## config.mk

```make
export PLATFORM = sky130hd
export DESIGN_NAME = msi_capture
export DESIGN_NICKNAME = d
export VERILOG_FILES = /design/src/rtl/msi_pkg.sv /design/src/rtl/msi_regdec.sv /design/src/rtl/msi_match.sv /design/src/rtl/msi_bank.sv /design/src/rtl/msi_capture.sv
export SDC_FILE = /design/constraint.sdc
export NUM_CORES = 2
export LEC_CHECK = 0
export BUFFER_PORTS_ARGS = -buffer_cell sky130_fd_sc_hd__buf_2
export CELL_PAD_IN_SITES_DETAIL_PLACEMENT = 1
export CELL_PAD_IN_SITES_GLOBAL_PLACEMENT = 1
export CORE_AREA = 4 4 301 303
export DETAILED_ROUTE_END_ITERATION = 6
export DIE_AREA = 0 0 305 307
export PLACE_DENSITY = 0.87
export SYNTH_ARGS = -nofsm -noshare
export SYNTH_HDL_FRONTEND = slang
export SYNTH_SLANG_ARGS = --single-unit
```

## constraint.sdc

```tcl
create_clock -name clk -period 7.43 [get_ports clk]
set_clock_uncertainty 0.05 [all_clocks]
set_input_delay 0.743 -clock clk [delete_from_list [all_inputs] [get_ports clk]]
set_output_delay 0.743 -clock clk [all_outputs]
set_load 0.01 [all_outputs]
```

## src/rtl/msi_pkg.sv

```systemverilog
package msi_pkg;
  localparam int unsigned REG_AW  = 12;
  localparam int unsigned REG_DW  = 32;
  localparam logic [REG_AW-1:0] OFF_MATCH_LO = 12'h820;
  localparam logic [REG_AW-1:0] OFF_MATCH_HI = 12'h824;
  localparam logic [REG_AW-1:0] OFF_BANK0    = 12'h828;
  localparam int unsigned BANK_STRIDE = 12;
  localparam int unsigned OFF_MASK_REL = 4;
  localparam int unsigned OFF_STAT_REL = 8;

  typedef struct packed {
    logic en;
    logic mask;
    logic stat;
  } bank_sel_t;
endpackage

```

## src/rtl/msi_regdec.sv

```systemverilog
module msi_regdec #(
  parameter int unsigned NBANK = 8,
  parameter int unsigned AW    = msi_pkg::REG_AW
) (
  input  logic [AW-1:0]         addr,
  output msi_pkg::bank_sel_t    sel [NBANK],
  output logic                  sel_mlo,
  output logic                  sel_mhi
);
  import msi_pkg::*;

  assign sel_mlo = (addr == AW'(OFF_MATCH_LO));
  assign sel_mhi = (addr == AW'(OFF_MATCH_HI));

  for (genvar g = 0; g < NBANK; g++) begin : g_dec
    localparam int unsigned BASE_G = int'(OFF_BANK0) + BANK_STRIDE * g;
    assign sel[g].en   = (addr == AW'(BASE_G));
    assign sel[g].mask = (addr == AW'(BASE_G + OFF_MASK_REL));
    assign sel[g].stat = (addr == AW'(BASE_G + OFF_STAT_REL));
  end
endmodule

```

## src/rtl/msi_match.sv

```systemverilog
module msi_match #(
  parameter int unsigned NBANK = 8,
  parameter int unsigned BW    = 32,
  parameter int unsigned MAW   = 64,
  parameter int unsigned DW    = 32
) (
  input  logic             valid,
  input  logic [MAW-1:0]   addr,
  input  logic [DW-1:0]    data,
  input  logic [MAW-1:0]   match_addr,
  output logic [NBANK-1:0] bank_hot,
  output logic [BW-1:0]    bit_hot
);
  localparam int unsigned NVEC = NBANK * BW;
  localparam int unsigned BIW  = (BW > 1) ? $clog2(BW) : 1;
  localparam int unsigned GIW  = (NBANK > 1) ? $clog2(NBANK) : 1;

  logic            accept;
  logic [GIW-1:0]  bank_idx;
  logic [BIW-1:0]  bit_idx;

  assign accept   = valid && (addr == match_addr) && (data < DW'(NVEC));
  assign bit_idx  = data[BIW-1:0];
  assign bank_idx = GIW'(data >> BIW);

  always_comb begin
    bank_hot = '0;
    bit_hot  = '0;
    if (accept) begin
      bank_hot[bank_idx] = 1'b1;
      bit_hot[bit_idx]   = 1'b1;
    end
  end
endmodule

```

## src/rtl/msi_bank.sv

```systemverilog
module msi_bank #(
  parameter int unsigned BW = 32
) (
  input  logic          clk,
  input  logic          rst,
  input  logic          wr_en,
  input  logic          wr_mask,
  input  logic          wr_stat,
  input  logic [BW-1:0] wdata,
  input  logic [BW-1:0] set_req,
  output logic [BW-1:0] en_q,
  output logic [BW-1:0] mask_q,
  output logic [BW-1:0] stat_q,
  output logic          fire
);
  logic [BW-1:0] clr_vec;
  logic [BW-1:0] set_vec;

  assign clr_vec = wr_stat ? wdata : '0;
  assign set_vec = set_req & en_q;

  always_ff @(posedge clk) begin
    if (rst) begin
      en_q   <= '0;
      mask_q <= '1;
      stat_q <= '0;
    end else begin
      if (wr_en)   en_q   <= wdata;
      if (wr_mask) mask_q <= wdata;
      stat_q <= (stat_q & ~clr_vec) | set_vec;
    end
  end

  assign fire = |(stat_q & en_q & ~mask_q);
endmodule

```

## src/rtl/msi_capture.sv

```systemverilog
module msi_capture #(
  parameter int unsigned NBANK = 8,
  parameter int unsigned BW    = 32,
  parameter int unsigned AW    = msi_pkg::REG_AW,
  parameter int unsigned DW    = msi_pkg::REG_DW,
  parameter int unsigned MAW   = 64
) (
  input  logic           clk,
  input  logic           rst,
  input  logic           reg_we,
  input  logic           reg_re,
  input  logic [AW-1:0]  reg_addr,
  input  logic [DW-1:0]  reg_wdata,
  output logic [DW-1:0]  reg_rdata,
  input  logic           msi_valid,
  input  logic [MAW-1:0] msi_addr,
  input  logic [DW-1:0]  msi_data,
  output logic           irq_out
);
  import msi_pkg::*;
  localparam int unsigned NVEC = NBANK * BW;

  bank_sel_t         sel [NBANK];
  logic              sel_mlo, sel_mhi;
  logic [MAW-1:0]    match_q;
  logic [NBANK-1:0]  bank_hot;
  logic [BW-1:0]     bit_hot;
  logic [BW-1:0]     en_q   [NBANK];
  logic [BW-1:0]     mask_q [NBANK];
  logic [BW-1:0]     stat_q [NBANK];
  logic [NBANK-1:0]  fire;
  logic [NVEC-1:0]   en_flat, mask_flat, stat_flat;
  logic [DW-1:0]     rd_mux;

  msi_regdec #(.NBANK(NBANK), .AW(AW)) u_dec (
    .addr(reg_addr), .sel(sel), .sel_mlo(sel_mlo), .sel_mhi(sel_mhi)
  );

  msi_match #(.NBANK(NBANK), .BW(BW), .MAW(MAW), .DW(DW)) u_match (
    .valid(msi_valid), .addr(msi_addr), .data(msi_data),
    .match_addr(match_q), .bank_hot(bank_hot), .bit_hot(bit_hot)
  );

  for (genvar g = 0; g < NBANK; g++) begin : g_bank
    msi_bank #(.BW(BW)) u_bank (
      .clk(clk), .rst(rst),
      .wr_en(reg_we && sel[g].en),
      .wr_mask(reg_we && sel[g].mask),
      .wr_stat(reg_we && sel[g].stat),
      .wdata(reg_wdata[BW-1:0]),
      .set_req(bank_hot[g] ? bit_hot : '0),
      .en_q(en_q[g]), .mask_q(mask_q[g]), .stat_q(stat_q[g]),
      .fire(fire[g])
    );
    assign en_flat[g*BW +: BW]   = en_q[g];
    assign mask_flat[g*BW +: BW] = mask_q[g];
    assign stat_flat[g*BW +: BW] = stat_q[g];
  end

  always_ff @(posedge clk) begin
    if (rst) begin
      match_q <= '0;
    end else if (reg_we) begin
      if (sel_mlo) match_q[31:0]     <= reg_wdata[31:0];
      if (sel_mhi) match_q[MAW-1:32] <= reg_wdata[MAW-33:0];
    end
  end

  always_comb begin
    rd_mux = '0;
    if (sel_mlo) rd_mux = match_q[31:0];
    if (sel_mhi) rd_mux = match_q[MAW-1:32];
    for (int g = 0; g < NBANK; g++) begin
      if (sel[g].en)   rd_mux = DW'(en_q[g]);
      if (sel[g].mask) rd_mux = DW'(mask_q[g]);
      if (sel[g].stat) rd_mux = DW'(stat_q[g]);
    end
  end

  always_ff @(posedge clk) begin
    if (rst) begin
      reg_rdata <= '0;
      irq_out   <= 1'b0;
    end else begin
      if (reg_re) reg_rdata <= rd_mux;
      irq_out <= |fire;
    end
  end
endmodule

```

==> results_dict.tcl <==
set metrics [dict create \
    fin_crit_ps 4790 \
    synthMuxAreaShare_pct 3.23 \
    cts_sinks 865 \
    placed_area_sq_um 45600 \
    cp.buffers_inverters 2 \
    cp-start-kind "input pin" \
    yosysWarnings 0 \
    final_cell_mix "nand2_1 (1119), dfxtp_1 (865), a21oi_1 (700)" \
    post-place-ws_ps 2130 \
    cts_tree "yes" \
    grt_pass1_vias 47300 \
    pwr_density_cell_nw_per_um2 216 \
    drive_above_1_share_pct 15.6 \
    hold_buffers 0 \
    peakVddDrop_mv 0.203 \
    end_kind "flop" \
    syn_inst 5546 \
    dp.cells 6539 \
    tightest_slew_ps 1590 \
    synth_top_family_by_area "simple AND/OR/NAND/NOR gates" \
    grt-ovfl-total 0 \
    critPathCapture "reg_rdata[24]" \
    final_core_util_pct 55.7 \
    synthDistinctLibCells 80 \
    cp_slowest_cell "a2111oi_1" \
    grt_max_degree 220 \
    async_flop_share_pct 0 \
    whs_path_depth 2 \
    track_usage_pct 50.4 \
    wl_microns 248000 \
    crit_type "in2reg" \
    fmax_ghz 0.209 \
    worst_slack_ps 2640 \
    seq_area_frac_synth_pct 39.6 \
    synthSimpleGateAreaFrac_pct 27.2 \
    wl_per_cell_microns 36.8 \
    grt_first_pass_wirelength_microns 347000 \
    synth_area_sq_um 43700 \
    required_ps 8010 \
    syn_avg_cell_area_sq_um 7.88 \
    grt_setup_unrepaired "false" \
    synth_compound_area_share_pct 24.4 \
    gp_congestion 1.11 \
    synthFlopType "dfxtp_1" \
    grt_use_met1_pct 61.1 \
    maxCapViolCount 2 \
    slew_headroom_pct -6.57 \
    crit_fanout 64 \
    busiest_layer "met2" \
    critical_path.cell_chain "buf_6, buf_4, nand3b_1, a2111oi_1, and2_1, a21oi_1, o21ai_0, a221oi_1, a211oi_1" \
    synthesis.nets 5691 \
    io_pins 178 \
    cts_buffer_depth 3 \
    core_area_sq_um 88000 \
    synth-seq-cells 865 \
    fin_total_pwr_mw 10.6 \
    grtUsageMet3_pct 19.7 \
    grt_antenna_before_repair 31 \
    setup.worst_path.start "reg_addr[3]" \
    dpl.hpwl_microns 171000 \
    reg2reg_depth 7 \
    syn_to_final_growth_pct 12.2 \
    rows 109 \
    nets 5617 \
    synth_edf_count 0 \
    clock_latency_ps 710 \
    start_util_pct 49.7 \
    violations "design-rule violations, max-capacitance violations, max-slew violations" \
    drc 4 \
    htree_levels 3 \
    final_common_cell "nand2_1" \
    setup_viol 0 \
    hold-worst-slack_ps 429 \
    status "complete, but fails checks" \
    cts_buffers 95 \
    min_path_type "reg2reg" \
    design_area_sq_um 49000 \
    post_cts_buffers 0 \
    post-route-period-util_pct 64.5 \
    path_depth 9 \
    fin_tns_setup_ps 0 \
    io_buffers 177 \
    dieArea_sq_um 93600 \
    reg2reg_to "g_bank[2].u_bank.stat_q[12]" \
    drt_pre_antenna_iters 7 \
    arrival_ps 5370 \
    clk_pin_slew_worst_paths_ps 70 \
    timing.rr.start "match_q[7]" \
    final_cells 6731 \
    antenna_left 0 \
    die_h_microns 307 \
    yosys.area_share.xor_xnor_pct 0.782 \
    hold_viol_final 0 \
    drtIter0Drc 7899 \
    path_delay_family "compound AO/OA/AOI/OAI gates" \
    p_leak_nw 17.9 \
    drv_slew 11 \
    vias_per_cell 7.38 \
    met2_usage_pct 70.6 \
    cts_resized 0 \
    root_buffer "clkbuf_16" \
    r2r_slack_ps 2850 \
    vias 49700 \
    die_x_microns 305 \
    slowest_delay_ps 1050 \
    synth_fa_ha_area_share_pct 0 \
]
## cell usage after synthesis, drive strengths merged (14+ instances only)
cell type / instances / area, sq um
o22ai: 117 / 732
nor2: 221 / 830
a21oi: 700 / 3500
a31oi: 24 / 150
o221ai: 30 / 263
and3: 37 / 231
nor3: 62 / 325
a221o: 14 / 140
clkbuf: 426 / 1600
nand4: 61 / 382
nand3: 67 / 340
a31o: 260 / 2280
o21ai: 151 / 756
nand3b: 338 / 2540
mux2i: 61 / 611
nand2b: 268 / 1680
a211oi: 27 / 203
a221oi: 34 / 298
buf: 70 / 305
nand2: 1119 / 4200
mux4: 21 / 473
and3b: 14 / 123
dfxtp: 865 / 17300
a22oi: 32 / 240
inv: 40 / 150
a211o: 109 / 955
o211ai: 19 / 143
nor4: 41 / 303
xnor2: 37 / 324
mux2: 29 / 327
nor2b: 83 / 519
## logic make-up after synthesis
group | count (synthesis)
xor+xnor | 39
mux | 111
flops | 865
simple gates | 2360
buf+inv | 540
compound gates | 1631
## cell type report
| type | count | area (sq um) |
|---|---|---|
| Antenna cell | 17 | 42.5 |
| Clock buffer | 139 | 2860 |
| Clock inverter | 35 | 543 |
| Fill cell | 10700 | 38900 |
| Inverter | 44 | 165 |
| Multi-Input combinational cell | 4141 | 24600 |
| Sequential cell | 865 | 17300 |
| Tap cell | 1165 | 1460 |
| Timing Repair Buffer | 325 | 2070 |
## layer usage
metal	part of all wire, %	up-vias	wire length [microns]
met5	0.19	-	460
met4	11	30	26200
met3	15	1347	36700
met2	39	4266	97600
met1	35	24300	86600
li1	-	19700	-
## worst reg2reg max path, stage by stage (launching register included)
cell	delay, ps
dfxtp_1	360
xnor2_1	500
nand4_1	180
or4_1	670
nor4_4	530
nand4bb_1	600
nor2_1	1310
a31o_2	320
## how the worst min path moves through the flow
| stage | to | slack (ps) | start |
|---|---|---|---|
| global route | g_bank[6].u_bank.mask_q[31] | 460 | g_bank[6].u_bank.mask_q[31] |
| global placement | g_bank[1].u_bank.mask_q[1] | 400 | g_bank[1].u_bank.mask_q[1] |
| CTS | g_bank[6].u_bank.mask_q[31] | 430 | g_bank[6].u_bank.mask_q[31] |
| finish | g_bank[4].u_bank.mask_q[13] | 430 | g_bank[4].u_bank.mask_q[13] |
| detailed placement | g_bank[6].u_bank.mask_q[31] | 420 | g_bank[6].u_bank.mask_q[31] |
| floorplan | g_bank[1].u_bank.mask_q[1] | 390 | g_bank[1].u_bank.mask_q[1] |
## registers in the layout (all words and copies together) (netlist names)
register / cells
g_bank.u_bank.en_q: 256
g_bank.u_bank.mask_q: 256
g_bank.u_bank.stat_q: 256
irq_out: 1
match_q: 64
reg_rdata: 32
## where the power goes
group          internal, mW  switching (mW)
combinational         0.173           0.467
sequential             4.64         0.00618
clock                  3.14            2.14
Power figures use the tool's default switching activity.
